`config.mk`:
```
export PLATFORM = sky130hd
export DESIGN_NAME = dual_fifo_irq
export DESIGN_NICKNAME = d
export VERILOG_FILES = /design/src/rtl/dfq_pkg.sv /design/src/rtl/dfq_byte_fifo.sv /design/src/rtl/dfq_irq_unit.sv /design/src/rtl/dfq_bus_regs.sv /design/src/rtl/dual_fifo_irq.sv
export SDC_FILE = /design/constraint.sdc
export NUM_CORES = 1
export LEC_CHECK = 0
export ABC_CLOCK_PERIOD_IN_PS = 3640
export BUFFER_PORTS_ARGS = -buffer_cell sky130_fd_sc_hd__buf_2
export CORE_MARGIN = 2
export CORE_UTILIZATION = 50
export DETAILED_ROUTE_END_ITERATION = 7
export PLACE_DENSITY_LB_ADDON = 0.12
export SETUP_SLACK_MARGIN = 0.2
export SLEW_MARGIN = 20
export SYNTH_ARGS = -nofsm -noshare
export SYNTH_HDL_FRONTEND = slang
export SYNTH_SLANG_ARGS = --single-unit
export TNS_END_PERCENT = 30
```
`constraint.sdc`:
```
create_clock -name clk -period 3.64 [get_ports clk]
set_input_delay 0.182 -clock clk [delete_from_list [all_inputs] [get_ports clk]]
set_output_delay 0.182 -clock clk [all_outputs]
set_load 0.01 [all_outputs]
```
`src/rtl/dfq_pkg.sv`:
```
package dfq_pkg;

    localparam int unsigned DATA_W      = 8;
    localparam int unsigned WORD_W      = 32;
    localparam int unsigned ADDR_W      = 3;

    // bit positions shared by the enable and status words
    localparam int unsigned BIT_RX_HIGH   = 4;
    localparam int unsigned BIT_TX_LOW    = 12;
    localparam int unsigned BIT_XFER_DONE = 16;

    // control word flush bits
    localparam int unsigned BIT_TX_FLUSH  = 8;
    localparam int unsigned BIT_RX_FLUSH  = 9;

    // occupancy word fields
    localparam int unsigned FST_RX_LSB    = 0;
    localparam int unsigned FST_TX_LSB    = 16;
    localparam int unsigned FST_FIELD_W   = 7;

    typedef enum logic [ADDR_W-1:0] {
        SEL_RXD   = 3'd0,
        SEL_TXD   = 3'd1,
        SEL_CTRL  = 3'd2,
        SEL_IEN   = 3'd3,
        SEL_ISTAT = 3'd4,
        SEL_FSTAT = 3'd5
    } reg_sel_e;

    typedef struct packed {
        logic xfer_done;
        logic tx_low;
        logic rx_high;
    } irq_vec_t;

    typedef struct packed {
        logic              wr;
        logic              rd;
        reg_sel_e          sel;
        logic [WORD_W-1:0] wdata;
    } bus_cmd_t;

    function automatic irq_vec_t word_to_irq(input logic [WORD_W-1:0] w);
        irq_vec_t v;
        v.rx_high   = w[BIT_RX_HIGH];
        v.tx_low    = w[BIT_TX_LOW];
        v.xfer_done = w[BIT_XFER_DONE];
        return v;
    endfunction

    function automatic logic [WORD_W-1:0] irq_to_word(input irq_vec_t v);
        logic [WORD_W-1:0] w;
        w                = '0;
        w[BIT_RX_HIGH]   = v.rx_high;
        w[BIT_TX_LOW]    = v.tx_low;
        w[BIT_XFER_DONE] = v.xfer_done;
        return w;
    endfunction

    function automatic logic [WORD_W-1:0] pack_fstat(
        input logic [FST_FIELD_W-1:0] rx_cnt,
        input logic [FST_FIELD_W-1:0] tx_cnt
    );
        logic [WORD_W-1:0] w;
        w                                  = '0;
        w[FST_RX_LSB +: FST_FIELD_W]       = rx_cnt;
        w[FST_TX_LSB +: FST_FIELD_W]       = tx_cnt;
        return w;
    endfunction

endpackage

```
`src/rtl/dfq_byte_fifo.sv`:
```
module dfq_byte_fifo #(
    parameter int unsigned DEPTH = 64,
    parameter int unsigned WIDTH = 8
) (
    input  logic                     clk,
    input  logic                     rst,
    input  logic                     flush,
    input  logic                     push,
    input  logic [WIDTH-1:0]         push_data,
    input  logic                     pop,
    output logic [WIDTH-1:0]         head,
    output logic [$clog2(DEPTH):0]   count,
    output logic                     full,
    output logic                     empty
);

    localparam int unsigned PTR_W = $clog2(DEPTH);
    localparam int unsigned CNT_W = PTR_W + 1;

    logic [WIDTH-1:0] mem [DEPTH];
    logic [PTR_W-1:0] wr_ptr;
    logic [PTR_W-1:0] rd_ptr;
    logic             do_push;
    logic             do_pop;

    function automatic logic [PTR_W-1:0] step(input logic [PTR_W-1:0] p);
        if (p == PTR_W'(DEPTH - 1)) begin
            return '0;
        end
        return p + PTR_W'(1);
    endfunction

    assign full    = (count == CNT_W'(DEPTH));
    assign empty   = (count == '0);
    assign do_push = push && !full && !flush;
    assign do_pop  = pop && !empty && !flush;
    assign head    = empty ? '0 : mem[rd_ptr];

    always_ff @(posedge clk) begin
        if (rst || flush) begin
            wr_ptr <= '0;
            rd_ptr <= '0;
            count  <= '0;
        end else begin
            if (do_push) begin
                wr_ptr <= step(wr_ptr);
            end
            if (do_pop) begin
                rd_ptr <= step(rd_ptr);
            end
            case ({do_push, do_pop})
                2'b10:   count <= count + CNT_W'(1);
                2'b01:   count <= count - CNT_W'(1);
                default: count <= count;
            endcase
        end
    end

    always_ff @(posedge clk) begin
        if (do_push) begin
            mem[wr_ptr] <= push_data;
        end
    end

    // occupancy never passes the depth
    assert_no_overflow_R1: assert property (@(posedge clk) disable iff (rst)
        count <= CNT_W'(DEPTH));

    // a push into a full queue changes nothing
    assert_full_push_dropped_R1: assert property (@(posedge clk) disable iff (rst)
        (push && full && !pop && !flush) |=> (count == CNT_W'(DEPTH)));

    // a pop from an empty queue changes nothing
    assert_empty_pop_ignored_R4: assert property (@(posedge clk) disable iff (rst)
        (pop && empty && !push && !flush) |=> (count == '0));

    // a flush leaves the queue empty
    assert_flush_empties_R10: assert property (@(posedge clk) disable iff (rst)
        flush |=> empty);

endmodule

```
`src/rtl/dfq_irq_unit.sv`:
```
module dfq_irq_unit
    import dfq_pkg::*;
#(
    parameter int unsigned CNT_W   = 7,
    parameter int unsigned RX_HIGH = 48,
    parameter int unsigned TX_LOW  = 16
) (
    input  logic             clk,
    input  logic             rst,
    input  logic [CNT_W-1:0] rx_count,
    input  logic [CNT_W-1:0] tx_count,
    input  logic             xfer_done,
    input  irq_vec_t         clr,
    input  logic             ien_wr,
    input  irq_vec_t         ien_wdata,
    output irq_vec_t         status,
    output irq_vec_t         enable,
    output logic             irq
);

    irq_vec_t cause;

    always_comb begin
        cause.rx_high   = (rx_count >= CNT_W'(RX_HIGH));
        cause.tx_low    = (tx_count <= CNT_W'(TX_LOW));
        cause.xfer_done = xfer_done;
    end

    // a present cause wins over a clear in the same cycle
    always_ff @(posedge clk) begin
        if (rst) begin
            status <= '0;
        end else begin
            status <= irq_vec_t'((status & ~clr) | cause);
        end
    end

    always_ff @(posedge clk) begin
        if (rst) begin
            enable <= '0;
        end else if (ien_wr) begin
            enable <= ien_wdata;
        end
    end

    assign irq = |(status & enable);

    assert_rx_high_sets_R5: assert property (@(posedge clk) disable iff (rst)
        (rx_count >= CNT_W'(RX_HIGH)) |=> status.rx_high);

    assert_tx_low_sets_R6: assert property (@(posedge clk) disable iff (rst)
        (tx_count <= CNT_W'(TX_LOW)) |=> status.tx_low);

    assert_done_sets_R7: assert property (@(posedge clk) disable iff (rst)
        xfer_done |=> status.xfer_done);

    assert_done_w1c_R8: assert property (@(posedge clk) disable iff (rst)
        (clr.xfer_done && !xfer_done) |=> !status.xfer_done);

    assert_rx_sticky_R8: assert property (@(posedge clk) disable iff (rst)
        (status.rx_high && !clr.rx_high) |=> status.rx_high);

    assert_masked_quiet_R9: assert property (@(posedge clk) disable iff (rst)
        (enable == '0) |-> !irq);

endmodule

```
`src/rtl/dfq_bus_regs.sv`:
```
module dfq_bus_regs
    import dfq_pkg::*;
#(
    parameter int unsigned CNT_W = 7
) (
    input  logic              clk,
    input  logic              rst,
    input  bus_cmd_t          cmd,
    input  logic [DATA_W-1:0] rx_head,
    input  logic [CNT_W-1:0]  rx_count,
    input  logic [CNT_W-1:0]  tx_count,
    input  irq_vec_t          status,
    input  irq_vec_t          enable,
    output logic              rx_pop,
    output logic              tx_push,
    output logic [DATA_W-1:0] tx_wdata,
    output logic              tx_flush,
    output logic              rx_flush,
    output irq_vec_t          clr,
    output logic              ien_wr,
    output irq_vec_t          ien_wdata,
    output logic [WORD_W-1:0] rdata
);

    logic wr_ctrl;
    logic unused_wbits;

    assign wr_ctrl   = cmd.wr && (cmd.sel == SEL_CTRL);
    assign rx_pop    = cmd.rd && (cmd.sel == SEL_RXD);
    assign tx_push   = cmd.wr && (cmd.sel == SEL_TXD);
    assign tx_wdata  = cmd.wdata[DATA_W-1:0];
    assign ien_wr    = cmd.wr && (cmd.sel == SEL_IEN);
    assign ien_wdata = word_to_irq(cmd.wdata);
    assign clr       = (cmd.wr && (cmd.sel == SEL_ISTAT)) ? word_to_irq(cmd.wdata) : '0;
    assign unused_wbits = ^cmd.wdata;

    // flush bits live for exactly one cycle after their write
    always_ff @(posedge clk) begin
        if (rst) begin
            tx_flush <= 1'b0;
            rx_flush <= 1'b0;
        end else begin
            tx_flush <= wr_ctrl && cmd.wdata[BIT_TX_FLUSH];
            rx_flush <= wr_ctrl && cmd.wdata[BIT_RX_FLUSH];
        end
    end

    always_ff @(posedge clk) begin
        if (rst) begin
            rdata <= '0;
        end else if (cmd.rd) begin
            case (cmd.sel)
                SEL_RXD:   rdata <= WORD_W'(rx_head);
                SEL_CTRL: begin
                    rdata               <= '0;
                    rdata[BIT_TX_FLUSH] <= tx_flush;
                    rdata[BIT_RX_FLUSH] <= rx_flush;
                end
                SEL_IEN:   rdata <= irq_to_word(enable);
                SEL_ISTAT: rdata <= irq_to_word(status);
                SEL_FSTAT: rdata <= pack_fstat(FST_FIELD_W'(rx_count), FST_FIELD_W'(tx_count));
                default:   rdata <= '0;
            endcase
        end
    end

    // reading an empty receive queue yields zero
    assert_empty_read_zero_R4: assert property (@(posedge clk) disable iff (rst)
        (rx_pop && (rx_count == '0)) |=> (rdata == '0));

    // a flush bit never stays up without a fresh write
    assert_flush_selfclear_R10: assert property (@(posedge clk) disable iff (rst)
        (tx_flush && !wr_ctrl) |=> !tx_flush);

endmodule

```
`src/rtl/dual_fifo_irq.sv`:
```
module dual_fifo_irq
    import dfq_pkg::*;
#(
    parameter int unsigned DEPTH = 64
) (
    input  logic                clk,
    input  logic                rst,
    input  logic                bus_wr,
    input  logic                bus_rd,
    input  logic [ADDR_W-1:0]   bus_addr,
    input  logic [WORD_W-1:0]   bus_wdata,
    output logic [WORD_W-1:0]   bus_rdata,
    input  logic                eng_tx_pop,
    output logic [DATA_W-1:0]   eng_tx_data,
    output logic                eng_tx_empty,
    input  logic                eng_rx_push,
    input  logic [DATA_W-1:0]   eng_rx_data,
    output logic                eng_rx_full,
    input  logic                eng_done,
    output logic                irq
);

    localparam int unsigned CNT_W   = $clog2(DEPTH) + 1;
    localparam int unsigned RX_HIGH = (DEPTH * 3) / 4;
    localparam int unsigned TX_LOW  = DEPTH / 4;

    bus_cmd_t          cmd;
    logic              rx_pop;
    logic              tx_push;
    logic [DATA_W-1:0] tx_wdata;
    logic              tx_flush;
    logic              rx_flush;
    irq_vec_t          clr;
    logic              ien_wr;
    irq_vec_t          ien_wdata;
    irq_vec_t          status;
    irq_vec_t          enable;
    logic [DATA_W-1:0] rx_head;
    logic [CNT_W-1:0]  rx_count;
    logic [CNT_W-1:0]  tx_count;
    logic              tx_full;
    logic              rx_empty;
    logic              unused_flags;

    assign cmd.wr    = bus_wr;
    assign cmd.rd    = bus_rd;
    assign cmd.sel   = reg_sel_e'(bus_addr);
    assign cmd.wdata = bus_wdata;
    assign unused_flags = tx_full ^ rx_empty;

    dfq_byte_fifo #(.DEPTH(DEPTH), .WIDTH(DATA_W)) u_tx_fifo (
        .clk       (clk),
        .rst       (rst),
        .flush     (tx_flush),
        .push      (tx_push),
        .push_data (tx_wdata),
        .pop       (eng_tx_pop),
        .head      (eng_tx_data),
        .count     (tx_count),
        .full      (tx_full),
        .empty     (eng_tx_empty)
    );

    dfq_byte_fifo #(.DEPTH(DEPTH), .WIDTH(DATA_W)) u_rx_fifo (
        .clk       (clk),
        .rst       (rst),
        .flush     (rx_flush),
        .push      (eng_rx_push),
        .push_data (eng_rx_data),
        .pop       (rx_pop),
        .head      (rx_head),
        .count     (rx_count),
        .full      (eng_rx_full),
        .empty     (rx_empty)
    );

    dfq_bus_regs #(.CNT_W(CNT_W)) u_regs (
        .clk       (clk),
        .rst       (rst),
        .cmd       (cmd),
        .rx_head   (rx_head),
        .rx_count  (rx_count),
        .tx_count  (tx_count),
        .status    (status),
        .enable    (enable),
        .rx_pop    (rx_pop),
        .tx_push   (tx_push),
        .tx_wdata  (tx_wdata),
        .tx_flush  (tx_flush),
        .rx_flush  (rx_flush),
        .clr       (clr),
        .ien_wr    (ien_wr),
        .ien_wdata (ien_wdata),
        .rdata     (bus_rdata)
    );

    dfq_irq_unit #(.CNT_W(CNT_W), .RX_HIGH(RX_HIGH), .TX_LOW(TX_LOW)) u_irq (
        .clk       (clk),
        .rst       (rst),
        .rx_count  (rx_count),
        .tx_count  (tx_count),
        .xfer_done (eng_done),
        .clr       (clr),
        .ien_wr    (ien_wr),
        .ien_wdata (ien_wdata),
        .status    (status),
        .enable    (enable),
        .irq       (irq)
    );

    // the engine never sees a byte while the queue reports empty
    assert_empty_head_zero_R11: assert property (@(posedge clk) disable iff (rst)
        eng_tx_empty |-> (eng_tx_data == '0));

endmodule

```
==> impl_metrics.py <==
metrics = {
    "floorplanning": {
        "start_util_pct": 50.44,
        "die_width_um": 299.6,
        "row_count": 108,
        "die_area_um2": 89760,
        "dieHeight_um": 299.6,
        "core_um2": 86620,
        "io_pins": 93,
    },
    "power_and_ir_drop": {
        "intPower_mw": 21.57,
        "finalPower_mw": 27.72,
        "p_clk_share_pct": 39.1,
        "p_sw_mw": 6.145,
        "power_frac_seq_pct": 50.3,
        "p_per_area_nw_per_um2": 553.5,
        "ir_worst_vdd_mv": 0.3777,
        "power_leakage_nw": 15.68,
        "p_sw_share_pct": 22.17,
        "p_comb_share_pct": 10.6,
    },
    "flow_run": {
        "max_cap_viol_count": 0,
    },
    "setup_path": {
        "cp.arrival_ps": 3240,
        "cp-end-kind": "primary output",
        "crit_fanout": 17,
        "criticalPathCategory": "flop to primary output",
        "crit_path_start_kind": "flop",
        "worstPathRequired_ps": 3460,
    },
    "drt": {
        "drt-initial-drc-count": 2385,
        "vias": 22290,
        "first_pass_iters": 7,
        "ant_nets": 0,
        "route.final.wire_length_um": 97930,
        "drc": 0,
        "wl_per_cell_um": 25.99,
        "avgViaCountPerCell": 5.915,
    },
    "logic_synthesis": {
        "yosys_warnings": 0,
        "synth_top_cell_area_share_pct": 70.38,
        "ys_seq_area_share_pct": 73.86,
        "yosysTopAreaCell": "edfxtp_1",
        "avgSynthCellArea_um2": 19.25,
        "synth_top_flop_cell": "edfxtp_1",
        "synth.area.top_cells": "edfxtp_1 70%, mux4_2 12%, dfxtp_1 3.5%, mux2i_1 3.1%, nor2_1 1.6%",
        "async_flop_share_pct": 0,
        "yosys-top-cells-count": "1024 x edfxtp_1, 241 x mux4_2, 188 x nor2_1",
        "synth_area_um2": 43690,
        "ys_types": 70,
        "ys_ff_latch": 1100,
        "synth.most_common_cell": "edfxtp_1",
        "syn_inst": 2269,
        "synth_edf_count": 1024,
    },
    "timing": {
        "setup_tns_ps": 0,
        "final-hold-violation-count": 0,
        "setup_violations": 0,
        "worst_pin_slew_ps": 1008,
        "max_slew_margin_pct": 32.82,
        "max_freq_ghz": 0.2924,
        "rsz0062_at_grt": "true",
        "skew_ps": 18.10,
        "report.final.slew_viol_count": 0,
        "min_period_ps": 3420,
        "whs_ps": 71.95,
        "post-route-period-util_pct": 93.96,
        "fin_ws_ps": 220.0,
    },
    "clocking": {
        "clockBufferDepth": 3,
        "cts_tree": "yes",
        "cts_root_buffer": "clkbuf_16",
        "clock_latency_ps": 670,
        "cts_buffers": 107,
        "cts-htree-levels": 3,
        "path_clk_slew_ps": 60,
        "clock-sinks": 1100,
    },
    "grt": {
        "grt_pass1_vias": 22330,
        "groute.usage.overall_pct": 21.92,
        "grt_overflow": 0,
        "antenna_found_initial": 2,
        "grt_max_degree": 67,
        "grt_pass1_wl_um": 145500,
    },
    "status": {
        "status": "finished clean",
    },
    "layout": {
        "nets": 2585,
        "fillers": 6343,
        "stdcell_area_um2": 50070,
        "layout.cells.non_filler": 3768,
        "drive_above_1_share_pct": 27.10,
        "diodes": 0,
        "fin_util_pct": 57.81,
        "area_delta_synth_final_pct": 14.61,
    },
    "placed_design": {
        "placed_area_um2": 46210,
        "placed_cells": 3537,
        "pre_cts_ws_ps": 310.6,
        "dpl.hpwl_um": 61710,
        "numPortBuffers": 58,
        "gp_congestion": 0.8529,
    },
    "worst_hold_path": {
        "hold_path_class": "primary input to flop",
    },
}
==> cells by family (layout without fill, tap and decap cells) <==
family | after synthesis | count (layout) | synth area share [%]
other | 1 | 14 | 0.008583
multiplexers | 391 | 391 | 15.90
flip-flops | 1100 | 1100 | 73.86
AO/OA/AOI/OAI | 200 | 200 | 3.230
XOR/XNOR | 28 | 28 | 0.5613
buffers and inverters | 161 | 492 | 2.116
adder cells (fa/ha/maj) | 10 | 10 | 0.2864
AND/OR/NAND/NOR | 378 | 378 | 4.032
==> worst max-delay path, stage by stage, from the launching register on <==
cell and delay (ps):
dfxtp_4 450, buf_12 160, buf_12 190, mux4_2 540, mux4_2 550, mux2i_1 300
o22ai_1 180, buf_2 180
==> layout make-up <==
| type | count | area [µm²] | share of cell area [%] |
|---|---|---|---|
| clock buffers | 141 | 2919 | 5.830 |
| clock inverters | 56 | 513.0 | 1.025 |
| inverters | 12 | 45.04 | 0.08996 |
| multi-input cells | 1021 | 10600 | 21.18 |
| flip-flops and latches | 1100 | 32290 | 64.49 |
| well taps | 1155 | 1445 | 2.886 |
| repair buffers | 283 | 2256 | 4.505 |
==> per-layer routing <==
metal / part of all wire (%) / up-vias / routed length (µm) / track usage [%]
li1: - / 9688 / - / -
met2: 45 / 767 / 44000 / 32.25
met1: 46 / 11720 / 45170 / 34.39
met4: 1.5 / 0 / 1479 / 4.774
met5: 0 / - / 0 / 0
met3: 7.4 / 111 / 7272 / 4.102
==> power groups by stage <==
stage | Sequential [mW] | Combinational, mW | Clock, mW
after floorplan | 14.2 | 1.93 | 0
after global placement | 14.2 | 2.79 | 0
after detailed placement | 14.3 | 2.82 | 0
after CTS | 14.0 | 2.94 | 11.0
after global routing | 13.9 | 3.15 | 11.5
final | 13.9 | 2.94 | 10.8
==> cell usage in the layout (no fill, tap or decap), types with 7 or more instances in the layout <==
master	synthesis	layout
a211oi_1	8	8
a21o_1	8	8
a21oi_1	55	53
a221oi_1	14	12
a22oi_1	54	54
a31oi_1	7	7
buf_12	1	12
buf_2	27	49
buf_4	30	195
bufinv_16	0	9
clkbuf_1	48	26
clkbuf_16	0	110
clkinv_1	1	21
clkinv_2	0	18
clkinvlp_4	0	7
conb_1	1	14
dfxtp_1	76	69
dlygate4sd3_1	0	24
edfxtp_1	1024	1024
ha_1	10	10
inv_1	9	9
mux2_2	13	13
mux2i_1	136	134
mux4_2	241	241
nand2_1	67	67
nand3_1	29	29
nand3b_1	10	10
nor2_1	188	187
nor2b_1	16	14
nor4_1	7	7
o21ai_0	13	12
o21ai_1	6	7
o22ai_1	12	12
or3_1	8	8
xnor2_1	7	7
xor2_1	21	21
==> worst paths after layout <==
path,from,to,slack [ps],cells past startpoint
setup / recovery,flop,eng_tx_data[5],220,7
hold / removal,bus_wdata[2],u_tx_fifo.mem[58][2]$_DFFE_PP_,70,1
setup reg to reg,u_tx_fifo.count[1]$_SDFFE_PP0P_,u_tx_fifo.count[4]$_SDFFE_PP0P_,310,12
hold reg to reg,u_regs.rdata[22]$_SDFFE_PP0P_,u_regs.rdata[22]$_SDFFE_PP0P_,460,2
==> registers in the layout, summed over array words and instances, names as in the netlist, named ones only <==
name / flops
u_rx_fifo.rd_ptr: 6
u_tx_fifo.count: 7
u_regs.rx_flush: 1
u_rx_fifo.count: 7
u_rx_fifo.mem: 512
u_tx_fifo.mem: 512
u_tx_fifo.wr_ptr: 6
u_regs.rdata: 18
u_rx_fifo.wr_ptr: 6
u_tx_fifo.rd_ptr: 6
u_regs.tx_flush: 1
u_irq.status: 3
u_irq.enable: 3
==> timing repair <==
action / CTS / global route
resized for setup: 3 / 7
hold buffers: 24 / 0
buffers inserted: 4 / 6
endpoints found under the setup margin: 8 / 9
endpoints found under the hold margin: 27 / 0
pin swaps: 0 / 3
cloned: 0 / 0
Power figures use the tool's default switching activity.
